### src/rtl/int_alu_pkg.sv
package int_alu_pkg;
   localparam int OP_W = 4;

   typedef enum logic [OP_W-1:0] {
      OP_ADD   = 4'd0,
      OP_SHL   = 4'd1,
      OP_SLT   = 4'd2,
      OP_XOR   = 4'd4,
      OP_SHR   = 4'd5,
      OP_OR    = 4'd6,
      OP_AND   = 4'd7,
      OP_MUL   = 4'd8,
      OP_MULH  = 4'd9,
      OP_MULHU = 4'd11,
      OP_SUB   = 4'd12,
      OP_SRA   = 4'd13,
      OP_PASSB = 4'd15
   } alu_op_e;
endpackage

### src/rtl/int_alu_addsub.sv
module int_alu_addsub #(
   parameter int W = 32
) (
   input  logic [W-1:0] a,
   input  logic [W-1:0] b,
   input  logic         sub,
   output logic [W-1:0] sum,
   output logic         lt_signed
);
   logic [W-1:0] b_eff;

   assign b_eff = b ^ {W{sub}};
   assign sum   = a + b_eff + W'(sub);

   // valid only while sub is set: signs differ -> opa negative wins,
   // signs equal -> sign of the difference
   assign lt_signed = (a[W-1] != b[W-1]) ? a[W-1] : sum[W-1];
endmodule

### src/rtl/int_alu_shift.sv
module int_alu_shift #(
   parameter int W  = 32,
   parameter int SW = $clog2(W)
) (
   input  logic [W-1:0]  a,
   input  logic [SW-1:0] amt,
   input  logic          left,
   input  logic          arith,
   output logic [W-1:0]  y
);
   logic [W-1:0]       pre;
   logic [SW:0][W-1:0] stg;
   logic               fill;

   assign fill = arith & ~left & a[W-1];

   // left shifts reuse the right-shift stages on a bit-reversed word
   for (genvar i = 0; i < W; i++) begin : g_rev
      assign pre[i] = left ? a[W-1-i] : a[i];
      assign y[i]   = left ? stg[SW][W-1-i] : stg[SW][i];
   end

   assign stg[0] = pre;

   for (genvar s = 0; s < SW; s++) begin : g_stage
      localparam int STEP = 1 << s;
      assign stg[s+1] = amt[s] ? {{STEP{fill}}, stg[s][W-1:STEP]} : stg[s];
   end
endmodule

### src/rtl/int_alu_mul.sv
module int_alu_mul #(
   parameter int W      = 32,
   parameter bit SHARED = 1'b1
) (
   input  logic [W-1:0] a,
   input  logic [W-1:0] b,
   input  logic         hi_sel,
   input  logic         signed_ops,
   output logic [W-1:0] y
);
   localparam int PW = 2 * W;

   logic [PW-1:0] prod;

   if (SHARED) begin : g_shared
      // one array; operand extension picks signed or unsigned
      logic ext_a;
      logic ext_b;
      assign ext_a = signed_ops & a[W-1];
      assign ext_b = signed_ops & b[W-1];
      assign prod  = {{W{ext_a}}, a} * {{W{ext_b}}, b};
   end else begin : g_split
      // two arrays in parallel; shorter select path, twice the area
      logic [PW-1:0] p_s;
      logic [PW-1:0] p_u;
      assign p_s  = {{W{a[W-1]}}, a} * {{W{b[W-1]}}, b};
      assign p_u  = {{W{1'b0}}, a} * {{W{1'b0}}, b};
      assign prod = signed_ops ? p_s : p_u;
   end

   assign y = hi_sel ? prod[PW-1:W] : prod[W-1:0];
endmodule

### src/rtl/int_alu.sv
module int_alu
   import int_alu_pkg::*;
#(
   parameter int W          = 32,
   parameter bit SHARED_MUL = 1'b1
) (
   input  logic [W-1:0]    opa,
   input  logic [W-1:0]    opb,
   input  logic [OP_W-1:0] op_sel,
   output logic [W-1:0]    result
);
   localparam int SW = $clog2(W);

   if (W < 8) begin : g_chk_min
      $error("int_alu: W must be at least 8");
   end
   if ((W & (W - 1)) != 0) begin : g_chk_pow2
      $error("int_alu: W must be a power of two");
   end

   logic         do_sub;
   logic [W-1:0] as_sum;
   logic         lt_s;
   logic [W-1:0] sh_y;
   logic [W-1:0] mul_y;

   assign do_sub = (op_sel == OP_SUB) || (op_sel == OP_SLT);

   int_alu_addsub #(.W(W)) u_addsub (
      .a         (opa),
      .b         (opb),
      .sub       (do_sub),
      .sum       (as_sum),
      .lt_signed (lt_s)
   );

   int_alu_shift #(.W(W), .SW(SW)) u_shift (
      .a     (opa),
      .amt   (opb[SW-1:0]),
      .left  (op_sel == OP_SHL),
      .arith (op_sel == OP_SRA),
      .y     (sh_y)
   );

   int_alu_mul #(.W(W), .SHARED(SHARED_MUL)) u_mul (
      .a          (opa),
      .b          (opb),
      .hi_sel     ((op_sel == OP_MULH) || (op_sel == OP_MULHU)),
      .signed_ops (op_sel == OP_MULH),
      .y          (mul_y)
   );

   always_comb begin
      case (op_sel)
         OP_ADD, OP_SUB:          result = as_sum;
         OP_SHL, OP_SHR, OP_SRA:  result = sh_y;
         OP_SLT:                  result = {{(W-1){1'b0}}, lt_s};
         OP_XOR:                  result = opa ^ opb;
         OP_OR:                   result = opa | opb;
         OP_AND:                  result = opa & opb;
         OP_MUL, OP_MULH, OP_MULHU: result = mul_y;
         OP_PASSB:                result = opb;
         default:                 result = '0;
      endcase
   end
endmodule

### config.mk
export PLATFORM = sky130hd
export DESIGN_NAME = int_alu
export DESIGN_NICKNAME = d
export VERILOG_FILES = /design/src/rtl/int_alu_pkg.sv /design/src/rtl/int_alu_addsub.sv /design/src/rtl/int_alu_shift.sv /design/src/rtl/int_alu_mul.sv /design/src/rtl/int_alu.sv
export SDC_FILE = /design/constraint.sdc
export NUM_CORES = 2
export LEC_CHECK = 0
export BUFFER_PORTS_ARGS = -buffer_cell sky130_fd_sc_hd__buf_2
export CAP_MARGIN = 20
export CELL_PAD_IN_SITES_DETAIL_PLACEMENT = 0
export CELL_PAD_IN_SITES_GLOBAL_PLACEMENT = 1
export CORE_ASPECT_RATIO = 0.75
export CORE_UTILIZATION = 56
export DETAILED_ROUTE_END_ITERATION = 8
export PLACE_DENSITY_LB_ADDON = 0.1
export SETUP_SLACK_MARGIN = 0.05
export SLEW_MARGIN = 25
export SYNTH_ARGS = -nofsm -noshare
export SYNTH_HDL_FRONTEND = slang
export SYNTH_HIERARCHICAL = 1
export SYNTH_SLANG_ARGS = --single-unit
### constraint.sdc
create_clock -name vclk -period 30.8
set_input_delay 4.62 -clock vclk [all_inputs]
set_output_delay 4.62 -clock vclk [all_outputs]
set_load 0.005 [all_outputs]
* Word level (Yosys, flattened, before mapping)
Index checks and enable logic that the tools add are counted.
** Word-level totals
- Flip-flop bits (word level) :: 0
- Input port bits :: 68
- Output and inout port bits :: 32
- Logic and storage cells :: 103
** Cells by class
- $add $sub $neg :: 2
- Multiply operators :: 1
- Equality and inequality tests :: 13
- Multiplexer cells :: 72
- Bitwise logic cells :: 9
- Reductions and logical operators :: 6
** Operators with widths (number)
- case mux 32 bit (8 select lines) :: 1
- 2-to-1 mux 32 bit :: 6
- 2-to-1 mux 1 bit :: 65
- multiplier 33 x 33 -> 64 bit :: 1
- XOR 32 bit :: 2
- adder 32 x 1 -> 32 bit :: 1
- adder 32 bit :: 1
- bitwise AND 32 bit :: 1
- OR 32 bit :: 1
- == test 4 bit, second input constant :: 6
- == test 4 x 3 -> 1 bit, second input constant :: 4
- OR reduction 3 bit :: 2
- bitwise AND 1 bit :: 4
- == test 4 x 1 -> 1 bit, second input constant :: 1
- == test 4 x 2 -> 1 bit, second input constant :: 1
- logical NOT 4 bit :: 1
- logical OR 1 bit :: 2
- OR reduction 2 bit :: 1
- inequality test 1 bit :: 1
- NOT 1 bit :: 1

* Logic depth before layout (Yosys ltp)
- Word-level depth :: 11
- Depth in mapped cells :: 38
- Mapped depth without buffers :: 33

* By module
Netlist, hierarchy kept.
** By module, submodules not included
- int_alu_mul :: times used 1, cells each 4253, area each 38429.4 um2, sequential area each 0.0 um2
- int_alu_shift :: times used 1, cells each 440, area each 3385.7 um2, sequential area each 0.0 um2
- int_alu :: times used 1, cells each 495, area each 3325.7 um2, sequential area each 0.0 um2
- int_alu_addsub :: times used 1, cells each 311, area each 2187.1 um2, sequential area each 0.0 um2

* Least setup slack after synthesis
No wires, ideal clock.
- Path type :: input to output
- Start point :: input op_sel[1]
- End point :: output result[31]
- Arrival :: 13926 ps
- Required time :: 26180 ps
- Setup slack :: 12254 ps
- Stages on the path :: 38
- Path buffers :: 6
- Cell sequence :: buf_2 -> buf_2 -> buf_1 -> buf_1 -> nor3_1 -> and2_1 -> clkbuf_1 -> nand2_1 -> inv_1 -> fa_1 -> inv_1 -> fa_1 -> inv_1 -> fa_1 -> fa_1 -> inv_1 -> fa_1 -> inv_1 -> [... 2 more ...] -> fa_1 -> fa_1 -> inv_1 -> ha_1 -> buf_2 -> and4_1 -> nand3_1 -> or3_1 -> o32ai_1 -> a31oi_1 -> a211oi_1 -> a211oi_1 -> o41ai_2 -> xnor2_1 -> mux2i_1 -> a22oi_2 -> nor2_1 -> or4_1
** Between the ends
- Elaborated cells on any way between the ends :: 67
- Classes of those cells :: add/sub: 2; mul: 1; eq/ne: 12; mux: 40; bitwise: 6; reduce/logical: 6
** RTL lines
- start, declared :: RTL line int_alu.sv:9 : input logic [OP_W-1:0] op_sel,
- == test 4 bit :: RTL line int_alu.sv:48, int_alu.sv:49
- bitwise AND 1 bit (on tied branches) :: RTL line int_alu_mul.sv:19, int_alu_mul.sv:20
- multiplier 33 x 33 -> 64 bit :: RTL line int_alu_mul.sv:21 : assign prod = {{W{ext_a}}, a} * {{W{ext_b}}, b};
- 2-to-1 mux 32 bit * :: RTL line int_alu_mul.sv:31 : assign y = hi_sel ? prod[PW-1:W] : prod[W-1:0];
- named net mul_y[31] :: RTL line int_alu.sv:25 : logic [W-1:0] mul_y;
- case mux 32 bit (8 select lines) * :: RTL line int_alu.sv:54 : case (op_sel)
- end, declared :: RTL line int_alu.sv:10 : output logic [W-1:0] result
The timed path passes the listed nets; every way through them passes the cells marked *.

* Worst setup path after layout
- Start point :: input op_sel[0]
- End point :: output result[31]
The elaborated chain is that of the path after synthesis.

==> summary.md <==
The tools report the maximum clock frequency as 0.04939 GHz. The area growth from synthesis to layout was 2.263%. The slowest stage cell on the critical path was sky130_fd_sc_hd__fa_1. The initial antenna violation count came out at 5.

Row generation in the floorplan step produced 91 rows. The final critical-path share of the clock period is 65.74%, and the number of clock buffers in the layout is 0. Counting both buffers and inverters, the worst setup path holds a total of 11.

Kind of path behind the tightest hold check: in2out. The overall overflow remaining after global route came out at 0. Category of cells accounting for the largest share of critical-path delay: adder cells.

The cell count after synthesis came out at 5499. The commonest cells after synthesis are 1196 x sky130_fd_sc_hd__inv_1, 1126 x sky130_fd_sc_hd__fa_1, 844 x sky130_fd_sc_hd__nand2_1, 369 x sky130_fd_sc_hd__and2_1, 306 x sky130_fd_sc_hd__ha_1. Measured against its own limit, the worst slew margin works out to 24.79%. Once the clock tree was built, the setup fixing pass inserted 0 buffers. The die is 253.8 µm tall. The flow ran to the end, and the final reports show no timing, DRC or antenna violations.

The detailed router finished its first iteration with 3731 violations. The count of buffers added on input and output ports is 100. Synthesis instantiated 109 different standard cells from the library.

The worst setup path is captured at a primary output. Registers take 0 µm². The final setup violation count was 0; the max-slew violation count was 0. The initial core utilization was 57.10%; the synthesized area divided by synthesized cell count was 8.607 µm². The cell depth of the worst hold path was 4; the worst slack at placement was 10660 ps. The utilization after layout was 58.39%. The die covers 0.08569 mm². Maximum fanout count along the critical path: 25. The logs give 39220 for the via count of the first global-routing pass and 0 for the final count of hold timing violations. The number of max-cap violations was 0; the last weighted congestion value of the routability-driven placer was 1.044. In the final layout, the share of cells above drive strength 1 is 5.838%. For this block, the routed nets add up to 156.8 mm of wire. After detailed routing, the average wire length per cell comes to 24.25 µm. The path with the worst hold slack has its endpoint at result[30]. The mean number of vias per cell was 5.949; the count of instances resized after the clock tree is built was 0. For this run, the total global-route usage over all layers was measured as 37.64%. Dominant cell type by area after synthesis: sky130_fd_sc_hd__fa_1. The smallest hold slack is 9858 ps. The first global-routing pass estimated 242.2 mm of wire. The run gives 0.08289 mm² as the placeable core region. The multi-input combinational cells in the finished layout cover a total of 0.04140 mm². From left edge to right edge, the die measures 337.7 µm. The share of Yosys cell area claimed by the top area cell type was 47.63%; the number of top-level pins was 100.

In the final design database the tool counted 6846 nets. The worst path needs 20250 ps of the cycle, external delays included. Synthesis produced a netlist with a net count of 6999. The tools report the total vias in the final route as 38470. Startpoint-to-endpoint class of the critical path: in2out.

STA puts the critical path data arrival time at 15630 ps. The tools report the critical path launch point type as an input port. At the pin with the least slew margin, the transition time is 1111 ps. The synthesized netlist occupies a cell area of 0.04733 mm². During synthesis, Yosys emitted a total of 6 warnings. For the sequential area share after synthesis, the log shows 0%.

Dominant cell by count in the synthesized netlist: sky130_fd_sc_hd__inv_1. The run gives 6 as the first-pass detailed-route iteration total. In this run the remaining antenna-violating nets after routing total 0. The maximum number of pins on one net before global-route repair was 69; the largest stage delay on the critical path was 850 ps. The total of fill cells in the finished design came out at 7670. There are 0 flip-flops and latches.

After synthesis, the cell types taking the most area are sky130_fd_sc_hd__fa_1 48%, sky130_fd_sc_hd__inv_1 9.5%, sky130_fd_sc_hd__ha_1 8.1%. For this run, design rule violations remaining after detail routing come to 0. Total negative slack for setup checks: 0 ps. The required arrival time at the worst endpoint is 26180 ps. Buffers inserted to repair hold after CTS numbered 0.

Setup repair after global routing left no endpoint under its margin. The setup slack after layout is 10550 ps, and the post-detailed-placement half-perimeter wirelength is 118.5 mm. The worst hold path begins at op_sel[0].
==> per-layer routing <==
layer  up-vias  part of all wire, %  GRT usage (%)
li1      16400                    -              -
met1     19780                   44          56.80
met2      2019                   41          53.64
met3       257                   11          9.576
met4         4                  3.1          9.489
met5         -                0.026         0.2875
==> logic make-up (layout without fill, tap and decap cells) <==
family / Yosys count / after routing / share of synthesized area [%]
fa+ha+maj: 1433 / 1433 / 55.74
mux: 140 / 140 / 3.691
buf+inv: 1531 / 1376 / 12.61
simple gates: 1627 / 1627 / 16.18
other cells: 0 / 6 / 0
xor+xnor: 131 / 131 / 2.424
compound gates: 637 / 637 / 9.356
==> cell type report <==
| type | instances | share of cell area [%] |
|---|---|---|
| Multi-Input combinational cell | 3968 | 85.53 |
| Timing Repair Buffer | 179 | 2.270 |
| Inverter | 1197 | 9.283 |
| Antenna cell | 6 | 0.03102 |
| Tap cell | 1116 | 2.885 |
==> placed cells by master, fill, tap and decap left out, types with 23 or more instances in the layout <==
cell                       count
sky130_fd_sc_hd__inv_1      1196
sky130_fd_sc_hd__a31oi_1      24
sky130_fd_sc_hd__mux4_2       23
sky130_fd_sc_hd__a21o_1       54
sky130_fd_sc_hd__o21ai_0      75
sky130_fd_sc_hd__nand2b_1     27
sky130_fd_sc_hd__xnor2_1      68
sky130_fd_sc_hd__nor2_1      177
sky130_fd_sc_hd__o22ai_1      28
sky130_fd_sc_hd__nand3_1      45
sky130_fd_sc_hd__and3_1       33
sky130_fd_sc_hd__buf_4        81
sky130_fd_sc_hd__and2_1      369
sky130_fd_sc_hd__xor2_1       63
sky130_fd_sc_hd__o211ai_1     38
sky130_fd_sc_hd__a21oi_1     162
sky130_fd_sc_hd__mux2_2       43
sky130_fd_sc_hd__a22oi_1      50
sky130_fd_sc_hd__mux2i_1      73
sky130_fd_sc_hd__ha_1        306
sky130_fd_sc_hd__nand2_1     844
sky130_fd_sc_hd__nor3_1       27
sky130_fd_sc_hd__buf_2        98
sky130_fd_sc_hd__fa_1       1125
==> how the worst max path moves through the flow <==
stage | from | endpoint | slack, ps | cells after the start
floorplan | op_sel[1] | result[31] | 12250 | 38
global placement | op_sel[0] | result[31] | 10910 | 36
detailed placement | op_sel[0] | result[31] | 10660 | 36
CTS | op_sel[0] | result[31] | 10640 | 36
global route | op_sel[0] | result[31] | 9950 | 36
finish | op_sel[0] | result[31] | 10550 | 36
==> metrics by stage <==
step / instances / area [µm²]
after floorplan: 5499 / 47330
after global placement: 6460 / 48380
after detailed placement: 6460 / 48380
after CTS: 6460 / 48380
after global routing: 6460 / 48380
final: 6466 / 48400
